<file path="src/rtl/alarm_tx_pkg.sv">
package alarm_tx_pkg;

    localparam int ADDR_W    = 7;
    localparam int FRAME_LEN = ADDR_W + 3;

    typedef enum logic {
        PH_SEND = 1'b0,
        PH_GAP  = 1'b1
    } burst_phase_e;

    // Word as shifted out from bit 0: start, address LSB first, even parity, stop
    function automatic logic [FRAME_LEN-1:0] build_frame(input logic [ADDR_W-1:0] addr);
        logic [FRAME_LEN-1:0] f;
        f                = '0;
        f[0]             = 1'b0;
        f[ADDR_W:1]      = addr;
        f[ADDR_W+1]      = ^addr;
        f[FRAME_LEN-1]   = 1'b1;
        return f;
    endfunction

endpackage

</file>
<file path="src/rtl/alarm_tx_divider.sv">
module alarm_tx_divider #(
    parameter int TONE1_HALF = 3,
    parameter int TONE2_HALF = 5,
    parameter int BIT_CLKS   = 24
) (
    input  logic clk,
    input  logic rst_n,
    output logic tone1_o,
    output logic tone2_o,
    output logic tick_o
);

    localparam int BW = $clog2(BIT_CLKS);

    logic [1:0] tone_w;

    // One free-running square wave per tone
    for (genvar g = 0; g < 2; g++) begin : g_tone
        localparam int HALF_N = (g == 0) ? TONE1_HALF : TONE2_HALF;
        localparam int CW     = (HALF_N > 1) ? $clog2(HALF_N) : 1;

        typedef struct packed {
            logic [CW-1:0] cnt;
            logic          lvl;
        } tone_t;

        tone_t t_d, t_q;

        always_comb begin
            t_d     = t_q;
            t_d.cnt = t_q.cnt + 1'b1;
            if (t_q.cnt == CW'(HALF_N - 1)) begin
                t_d.cnt = '0;
                t_d.lvl = ~t_q.lvl;
            end
        end

        always_ff @(posedge clk or negedge rst_n) begin
            if (!rst_n) t_q <= '0;
            else        t_q <= t_d;
        end

        assign tone_w[g] = t_q.lvl;
    end

    assign tone1_o = tone_w[0];
    assign tone2_o = tone_w[1];

    // Bit tick: one-cycle pulse every BIT_CLKS cycles
    typedef struct packed {
        logic [BW-1:0] cnt;
        logic          tick;
    } div_t;

    div_t s_d, s_q;

    always_comb begin
        s_d      = s_q;
        s_d.tick = 1'b0;
        s_d.cnt  = s_q.cnt + 1'b1;
        if (s_q.cnt == BW'(BIT_CLKS - 1)) begin
            s_d.cnt  = '0;
            s_d.tick = 1'b1;
        end
    end

    always_ff @(posedge clk or negedge rst_n) begin
        if (!rst_n) s_q <= '0;
        else        s_q <= s_d;
    end

    assign tick_o = s_q.tick;

    AST_TICK_SINGLE: assert property (@(posedge clk) disable iff (!rst_n)
        tick_o |=> !tick_o);

endmodule

</file>
<file path="src/rtl/alarm_tx_ctrl.sv">
module alarm_tx_ctrl #(
    parameter int ARM_TICKS   = 8,
    parameter int DELAY_TICKS = 3,
    parameter int BURST_TICKS = 16
) (
    input  logic clk,
    input  logic rst_n,
    input  logic tick_i,
    input  logic detect_i,
    output logic alarm_o,
    output logic tx_en_o
);
    import alarm_tx_pkg::*;

    localparam int AW  = $clog2(ARM_TICKS + 1);
    localparam int BCW = $clog2(BURST_TICKS);

    typedef struct packed {
        logic [1:0]             sync;
        logic [AW-1:0]          arm_cnt;
        logic                   armed;
        logic                   latch;
        logic [DELAY_TICKS-1:0] dly;
        logic [BCW-1:0]         bcnt;
        burst_phase_e           phase;
    } ctrl_t;

    ctrl_t s_d, s_q;
    logic  go;

    assign go = s_q.dly[DELAY_TICKS-1];

    always_comb begin
        s_d      = s_q;
        s_d.sync = {s_q.sync[0], detect_i};
        if (tick_i) begin
            // Arming hold-off, then sticky detector capture
            if (!s_q.armed) begin
                if (s_q.arm_cnt == AW'(ARM_TICKS - 1)) s_d.armed = 1'b1;
                s_d.arm_cnt = s_q.arm_cnt + 1'b1;
            end else if (s_q.sync[1]) begin
                s_d.latch = 1'b1;
            end
            // Trigger delay chain
            s_d.dly = DELAY_TICKS'({s_q.dly, s_q.latch});
            // Send / silent schedule
            if (!go) begin
                s_d.bcnt  = '0;
                s_d.phase = PH_SEND;
            end else if (s_q.bcnt == BCW'(BURST_TICKS - 1)) begin
                s_d.bcnt  = '0;
                s_d.phase = (s_q.phase == PH_SEND) ? PH_GAP : PH_SEND;
            end else begin
                s_d.bcnt = s_q.bcnt + 1'b1;
            end
        end
    end

    always_ff @(posedge clk or negedge rst_n) begin
        if (!rst_n) s_q <= '0;
        else        s_q <= s_d;
    end

    assign alarm_o = s_q.latch;
    assign tx_en_o = go && (s_q.phase == PH_SEND);

    AST_ARM_HOLD: assert property (@(posedge clk) disable iff (!rst_n)
        !s_q.armed |-> !s_q.latch);
    AST_LATCH_STICKY: assert property (@(posedge clk) disable iff (!rst_n)
        s_q.latch |=> s_q.latch);
    AST_TX_NEEDS_ALARM: assert property (@(posedge clk) disable iff (!rst_n)
        tx_en_o |-> s_q.latch);
    AST_TX_ON_TICK: assert property (@(posedge clk) disable iff (!rst_n)
        $rose(tx_en_o) |-> $past(tick_i));

endmodule

</file>
<file path="src/rtl/alarm_tx_shifter.sv">
module alarm_tx_shifter #(
    parameter logic [6:0] STATION_ADDR = 7'h2D
) (
    input  logic clk,
    input  logic rst_n,
    input  logic tick_i,
    input  logic en_i,
    input  logic tone1_i,
    input  logic tone2_i,
    output logic data_o,
    output logic tone_o
);
    import alarm_tx_pkg::*;

    localparam int                   SW    = $clog2(FRAME_LEN + 1);
    localparam logic [FRAME_LEN-1:0] FRAME = build_frame(STATION_ADDR);

    typedef struct packed {
        logic [FRAME_LEN-1:0] sreg;
        logic [SW-1:0]        sent;
    } shf_t;

    shf_t s_d, s_q;
    logic done;

    assign done = (s_q.sent == SW'(FRAME_LEN));

    always_comb begin
        s_d = s_q;
        if (!en_i) begin
            // Load control high: parallel load of the word
            s_d.sreg = FRAME;
            s_d.sent = '0;
        end else if (tick_i && !done) begin
            // Rotate, so the word is back in place after a full pass
            s_d.sreg = {s_q.sreg[0], s_q.sreg[FRAME_LEN-1:1]};
            s_d.sent = s_q.sent + 1'b1;
        end
    end

    always_ff @(posedge clk or negedge rst_n) begin
        if (!rst_n) s_q <= '{sreg: FRAME, sent: '0};
        else        s_q <= s_d;
    end

    assign data_o = (en_i && !done) ? s_q.sreg[0] : 1'b1;
    assign tone_o = en_i && (data_o ? tone1_i : tone2_i);

    AST_START_BIT: assert property (@(posedge clk) disable iff (!rst_n)
        $rose(en_i) |-> !data_o);
    AST_SENT_RANGE: assert property (@(posedge clk) disable iff (!rst_n)
        s_q.sent <= SW'(FRAME_LEN));
    AST_HOLD_BETWEEN_TICKS: assert property (@(posedge clk) disable iff (!rst_n)
        (en_i && !tick_i) |=> $stable(s_q.sent));
    AST_IDLE_MARK: assert property (@(posedge clk) disable iff (!rst_n)
        !en_i |-> (data_o && !tone_o));

endmodule

</file>
<file path="src/rtl/alarm_fsk_tx.sv">
module alarm_fsk_tx #(
    parameter logic [6:0] STATION_ADDR = 7'h2D,
    parameter int         TONE1_HALF   = 3,
    parameter int         TONE2_HALF   = 5,
    parameter int         BIT_CLKS     = 24,
    parameter int         ARM_TICKS    = 8,
    parameter int         DELAY_TICKS  = 3,
    parameter int         BURST_TICKS  = 16
) (
    input  logic clk,
    input  logic rst_n,
    input  logic detect_i,
    output logic tone_o,
    output logic data_o,
    output logic tx_en_o,
    output logic pwr_led_o
);

    logic tone1_w;
    logic tone2_w;
    logic tick_w;
    logic alarm_w;
    logic en_w;

    alarm_tx_divider #(
        .TONE1_HALF (TONE1_HALF),
        .TONE2_HALF (TONE2_HALF),
        .BIT_CLKS   (BIT_CLKS)
    ) u_div (
        .clk     (clk),
        .rst_n   (rst_n),
        .tone1_o (tone1_w),
        .tone2_o (tone2_w),
        .tick_o  (tick_w)
    );

    alarm_tx_ctrl #(
        .ARM_TICKS   (ARM_TICKS),
        .DELAY_TICKS (DELAY_TICKS),
        .BURST_TICKS (BURST_TICKS)
    ) u_ctrl (
        .clk      (clk),
        .rst_n    (rst_n),
        .tick_i   (tick_w),
        .detect_i (detect_i),
        .alarm_o  (alarm_w),
        .tx_en_o  (en_w)
    );

    alarm_tx_shifter #(
        .STATION_ADDR (STATION_ADDR)
    ) u_shf (
        .clk     (clk),
        .rst_n   (rst_n),
        .tick_i  (tick_w),
        .en_i    (en_w),
        .tone1_i (tone1_w),
        .tone2_i (tone2_w),
        .data_o  (data_o),
        .tone_o  (tone_o)
    );

    assign tx_en_o   = en_w;
    assign pwr_led_o = !alarm_w;

endmodule

</file>
<file path="config.mk">
export PLATFORM = sky130hd
export DESIGN_NAME = alarm_fsk_tx
export DESIGN_NICKNAME = d
export VERILOG_FILES = /design/src/rtl/alarm_tx_pkg.sv /design/src/rtl/alarm_tx_divider.sv /design/src/rtl/alarm_tx_ctrl.sv /design/src/rtl/alarm_tx_shifter.sv /design/src/rtl/alarm_fsk_tx.sv
export SDC_FILE = /design/constraint.sdc
export NUM_CORES = 1
export LEC_CHECK = 0
export BUFFER_PORTS_ARGS = -buffer_cell sky130_fd_sc_hd__buf_2
export CORE_ASPECT_RATIO = 0.9
export CORE_MARGIN = 2
export CORE_UTILIZATION = 63
export CTS_BUF_LIST = sky130_fd_sc_hd__clkbuf_2
export DETAILED_ROUTE_END_ITERATION = 10
export PLACE_DENSITY = 0.81
export SYNTH_ARGS = -nofsm -noshare
export SYNTH_HDL_FRONTEND = slang
export SYNTH_SLANG_ARGS = --single-unit
</file>
<file path="constraint.sdc">
create_clock -name clk -period 2.7 [get_ports clk]
set_clock_uncertainty 0.2 [all_clocks]
set_input_delay 0.81 -clock clk [delete_from_list [all_inputs] [get_ports clk]]
set_output_delay 0.81 -clock clk [all_outputs]
set_load 0.005 [all_outputs]
</file>
* Word-level counts from Yosys, hierarchy flattened
Cells that the tools add are included.
Word-level totals: input bits 3, bits in registers 43
Operators by class: $add $sub $neg 6, mux-type cells 13, reduce and logical (&&, ||, !) cells 9, equal/unequal tests 8, bitwise logic cells 4
Operators by type and width (count):
- $mux W14 | 2
- $add A4 B1 Y4 const B | 3
- $eq A4 B4 Y1 const B | 2
- $mux W4 | 2
- $mux W1 | 6
- $mux W6 | 1
- $add A5 B1 Y5 const B | 1
- $eq A5 B5 Y1 const B | 1
- $mux W5 | 1
- $eq A4 B3 Y1 const B | 1
- $logic_and A1 B1 Y1 | 4
- $ne A2 B2 Y1 const B | 2
- $not A1 Y1 | 4
- $reduce_and A2 Y1 | 2
- $add A3 B1 Y3 const B | 1
- $eq A3 B3 Y1 const B | 1
- $mux W3 | 1
- $reduce_and A3 Y1 | 1
- $add A2 B1 Y2 const B | 1
- $eq A2 B2 Y1 const B | 1
- $logic_not A1 Y1 | 2

* Logic depth before layout (Yosys ltp)
word-level depth 6, mapped depth 5, mapped depth without buffers 5

* Hierarchy
From an unflattened synthesis, not the netlist that was laid out.
Second synthesis, totals: cell total of the unflattened synthesis 159, area, all modules 1893.1 sq um
By module, submodules not included:
- alarm_tx_shifter | instances 1, sequential area each 356.6 sq um, area each 706.9 sq um, cells an instance 69
- alarm_tx_ctrl | instances 1, sequential area each 400.4 sq um, area each 668.1 sq um, cells an instance 52
- alarm_tx_divider | instances 1, sequential area each 325.3 sq um, area each 514.2 sq um, cells an instance 37
- alarm_fsk_tx | instances 1, sequential area each 0.0 sq um, area each 3.8 sq um, cells an instance 1

* Least setup slack after synthesis
OpenSTA, ideal clock, no wires.
kind register to output, start reg u_shf.s_q[0] (netlist name), end out tone_o, path slack 0.325 ns, data arrival time 1.365 ns, stages on the path, launching flop included 6, cell sequence dfrtp_1 inv_1 ha_1 and3b_1 or3_4 o21ai_0
Between the ends: word-level cells in the longest chain between the ends 6
RTL lines:
- start: declaration | line alarm_tx_shifter.sv:23 | shf_t s_d, s_q;
- start signal: assignment | line alarm_tx_shifter.sv:42 | if (!rst_n) s_q <= '{sreg: FRAME, sent: '0};
- $eq A4 B4 Y1 | line alarm_tx_shifter.sv:26 | assign done = (s_q.sent == SW'(FRAME_LEN));
- $logic_not A1 Y1 | line alarm_tx_shifter.sv:46 | assign data_o = (en_i && !done) ? s_q.sreg[0] : 1'b1;
- $logic_and A1 B1 Y1 | line alarm_tx_shifter.sv:46
- $mux W1 | line alarm_tx_shifter.sv:46
- named net data_o | line alarm_fsk_tx.sv:14 | output logic data_o,
- $mux W1 | line alarm_tx_shifter.sv:47 | assign tone_o = en_i && (data_o ? tone1_i : tone2_i);
- $logic_and A1 B1 Y1 | line alarm_tx_shifter.sv:47
- end: declaration | line alarm_fsk_tx.sv:13 | output logic tone_o,
The timed path passes the listed nets, and every way through them passes these cells.

* Worst setup path in the final report
start reg u_shf.s_q[0] (netlist name), end out tone_o
Between the ends: word-level cells in the longest chain between the ends 6
RTL lines (line):
- $eq A4 B4 Y1 | alarm_tx_shifter.sv:26
- $logic_not A1 Y1 | alarm_tx_shifter.sv:46
- $logic_and A1 B1 Y1 | alarm_tx_shifter.sv:46
- $mux W1 | alarm_tx_shifter.sv:46
- $mux W1 | alarm_tx_shifter.sv:47
- $logic_and A1 B1 Y1 | alarm_tx_shifter.sv:47
No other way between the ends.

==> qor.yml <==
yosys:
  synth_fp_nets: 155
  async_flop_share_pct: 100.0
  synth_area_sq_mm: 0.001784
  yosys_register_bits: 43
  synth_top_area_share_pct: 53.30
  dominantRegCellSynth: "dfrtp_1"
  yosysUniqueCellTypes: 35
  synth_most_common_cell: "dfrtp_1"
  yosysSeqAreaShare_pct: 60.66
  synth_top_cell_by_area: "dfrtp_1"
  ys_warn_count: 0
  syn_avg_cell_area_sq_um: 12.30
  synth-edff-count: 0
  synthCells: 145
  synth_area_leaders: "dfrtp_1 53%, dfstp_2 7.4%, ha_1 4.9%"
  ys_top_cells_by_count: "38 x dfrtp_1, 12 x inv_1, 8 x nand2_1, 8 x nand3_1, 7 x ha_1"
status:
  status: "finished with violations"
  failed_checks: "negative setup slack"
run:
  max_cap_viol_count: 0
global_route:
  grt_max_degree: 44
  globalRoute.totalOverflow: 0
  grt_pass1_vias: 1088
  grt_pass1_wl_mm: 4.581
  antenna_found_initial: 0
  grt_usage_pct: 19.79
die:
  core_sq_mm: 0.002725
  die_x_um: 60.10
  die_area_sq_mm: 0.003274
  initial_core_util_pct: 65.47
  placementRows: 18
  io-pin-count: 7
  die_height_um: 54.49
layout:
  synthToLayoutAreaGrowth_pct: 10.59
  drive_gt1_share_pct: 20.99
  antenna_cells: 0
  fin_nets: 171
  final_area_sq_mm: 0.001973
  final_util_pct: 72.41
worst_setup_path:
  r2r_slack_ns: 0.78
  start_kind: "flop"
  required_ns: 1.69
  path_class: "reg -> out"
  slowest_stage: "dfrtp_1"
  path_cells: "inv_2, ha_4, and3b_2, or3_4, o21ai_1, buf_2"
  worstPathMaxFanout: 3
  crit_path_max_incr_delay_ns: 0.42
  endpoint_kind: "primary output"
  worstPathArrival_ns: 1.80
power:
  p_leak_nw: 0.9381
  p_per_area_mw_per_mm2: 509.9
  p_total_mw: 1.006
  peakVddDrop_mv: 0.3152
cts:
  cts_tree: "yes"
  clock-sinks: 43
  worstSkewPairLatency_ns: 0.38
  clockBufferDepth: 2
  cts-root-buf: "clkbuf_2"
  htreeDepth: 2
  clk_pin_slew_ns: 0.20
  cts_buffers: 5
sta:
  whs_ns: 0.1760
  fin_crit_ns: 2.806
  rsz0062_at_grt: "yes"
  max_freq_ghz: 0.3564
  hold_viol_final: 0
  min_period_over_period_pct: 103.9
  setup_viol: 2
  slew_headroom_pct: 58.13
  setup_ws_ns: -0.1061
  tightest_slew_ns: 0.6281
  fin_tns_setup_ns: -0.1087
  slew_violations: 0
detailed_routing:
  avgViaCountPerCell: 5.559
  wl_per_cell_um: 13.82
  num_vias: 1123
  drc: 0
  ant_nets: 0
  drt-total-wl_mm: 2.791
  drt_iter0_drc: 102
  dr.pass1.iters: 4
place:
  port_buffers: 6
  detailed_place.area_sq_mm: 0.001851
  gp_congestion: 0.7609
  dp_hpwl_mm: 1.852
worst_hold_path:
  hp-class: "reg -> reg"
==> cell type report <==
cell class | instances | area, sq um
sequential | 43 | 1084
fill | 194 | 752.0
multi-input combinational | 87 | 649.4
timing repair buffer | 12 | 81.33
tap | 40 | 50.05
inverter | 12 | 45.04
clock inverter | 3 | 38.79
clock buffer | 5 | 25.02
==> cell usage in the layout (no fill, tap or decap), types with 2 or more instances in the layout <==
cell type and count:
nor2_1 5, a21oi_1 4, buf_2 5, nand2_1 8, nand2b_1 3, xnor2_1 4
mux2_2 5, ha_1 6, nand3b_1 3, clkbuf_2 5, a211o_1 2, dfrtp_1 37
nand4_1 3, buf_4 6, a22o_1 6, o22a_1 5, dfstp_2 5, xor2_1 3
inv_1 11, o21ai_0 5, nand3_1 8, o21ai_1 2
==> repair_timing <==
item	CTS	global route
gates resized for setup	6	1
pin swaps	1	0
setup buffers	4	1
setup endpoints to repair	2	2
hold buffers	0	0
endpoints found under the hold margin	0	0
==> critical path: cells and delay by family, from the launching register on <==
kind	cells	cell delay [ns]
DFF	1	0.42
AOI/OAI and AO/OA	1	0.11
adders and majority gates	1	0.15
and+or+nand+nor	2	0.54
buffers and inverters	2	0.19
==> flip-flops by register name, indices dropped and copies added, names as in the netlist <==
register,flops
u_ctrl.s_q,13
u_ctrl.alarm_o,1
u_div.g_tone.t_q,5
u_div.s_q,5
u_div.tone2_o,1
u_ctrl.s_d,1
u_shf.s_q,14
u_ctrl.go,1
u_div.tick_o,1
u_div.tone1_o,1
==> metrics by stage <==
stage          instances  worst slack (ns)
4_1_cts              201           -0.1117
5_1_grt              202           -0.2051
3_5_place_dp         189            0.1577
6_report             202           -0.1061
3_3_place_gp         189            0.2405
2_1_floorplan        145            0.3255
==> kinds of logic after synthesis <==
family,Yosys count,share of synthesized area [%]
XOR/XNOR,7,3.436
multiplexers,5,3.155
AND/OR/NAND/NOR,36,10.94
adder cells (fa/ha/maj),7,4.909
AO/OA/AOI/OAI,32,13.18
flip-flops,43,60.66
buffers and inverters,15,3.716
==> per-layer routing <==
metal	global-route usage (%)	wire length, um	up-vias
li1	-	-	547
met1	23.63	1322	554
met2	32.79	1362	20
met3	7.565	95	2
met4	7.407	10	0
met5	0	0	-
==> report_power, final <==
part           leakage [nW]  internal (mW)  switching (mW)
logic                 0.343        0.00195          0.0117
registers             0.555          0.647        0.000437
clock network        0.0404          0.152           0.193
==> final timing paths <==
check,start,endpoint,cells after the start
min,u_ctrl.s_d[15]$_DFF_PN0_,u_ctrl.s_q[15]$_DFF_PN0_,0
min reg2reg,u_ctrl.s_d[15]$_DFF_PN0_,u_ctrl.s_q[15]$_DFF_PN0_,0
min in group asynchronous,rst_n,u_shf.s_q[9]$_DFFE_PN0P_,2
max reg2reg,u_shf.s_q[0]$_DFFE_PN0P_,u_shf.s_q[9]$_DFFE_PN0P_,7
max,u_shf.s_q[0]$_DFFE_PN0P_,tone_o,6
max in group asynchronous,rst_n,u_ctrl.go$_DFFE_PN0P_,2
Note: power is estimated with default switching activity, not from simulation.
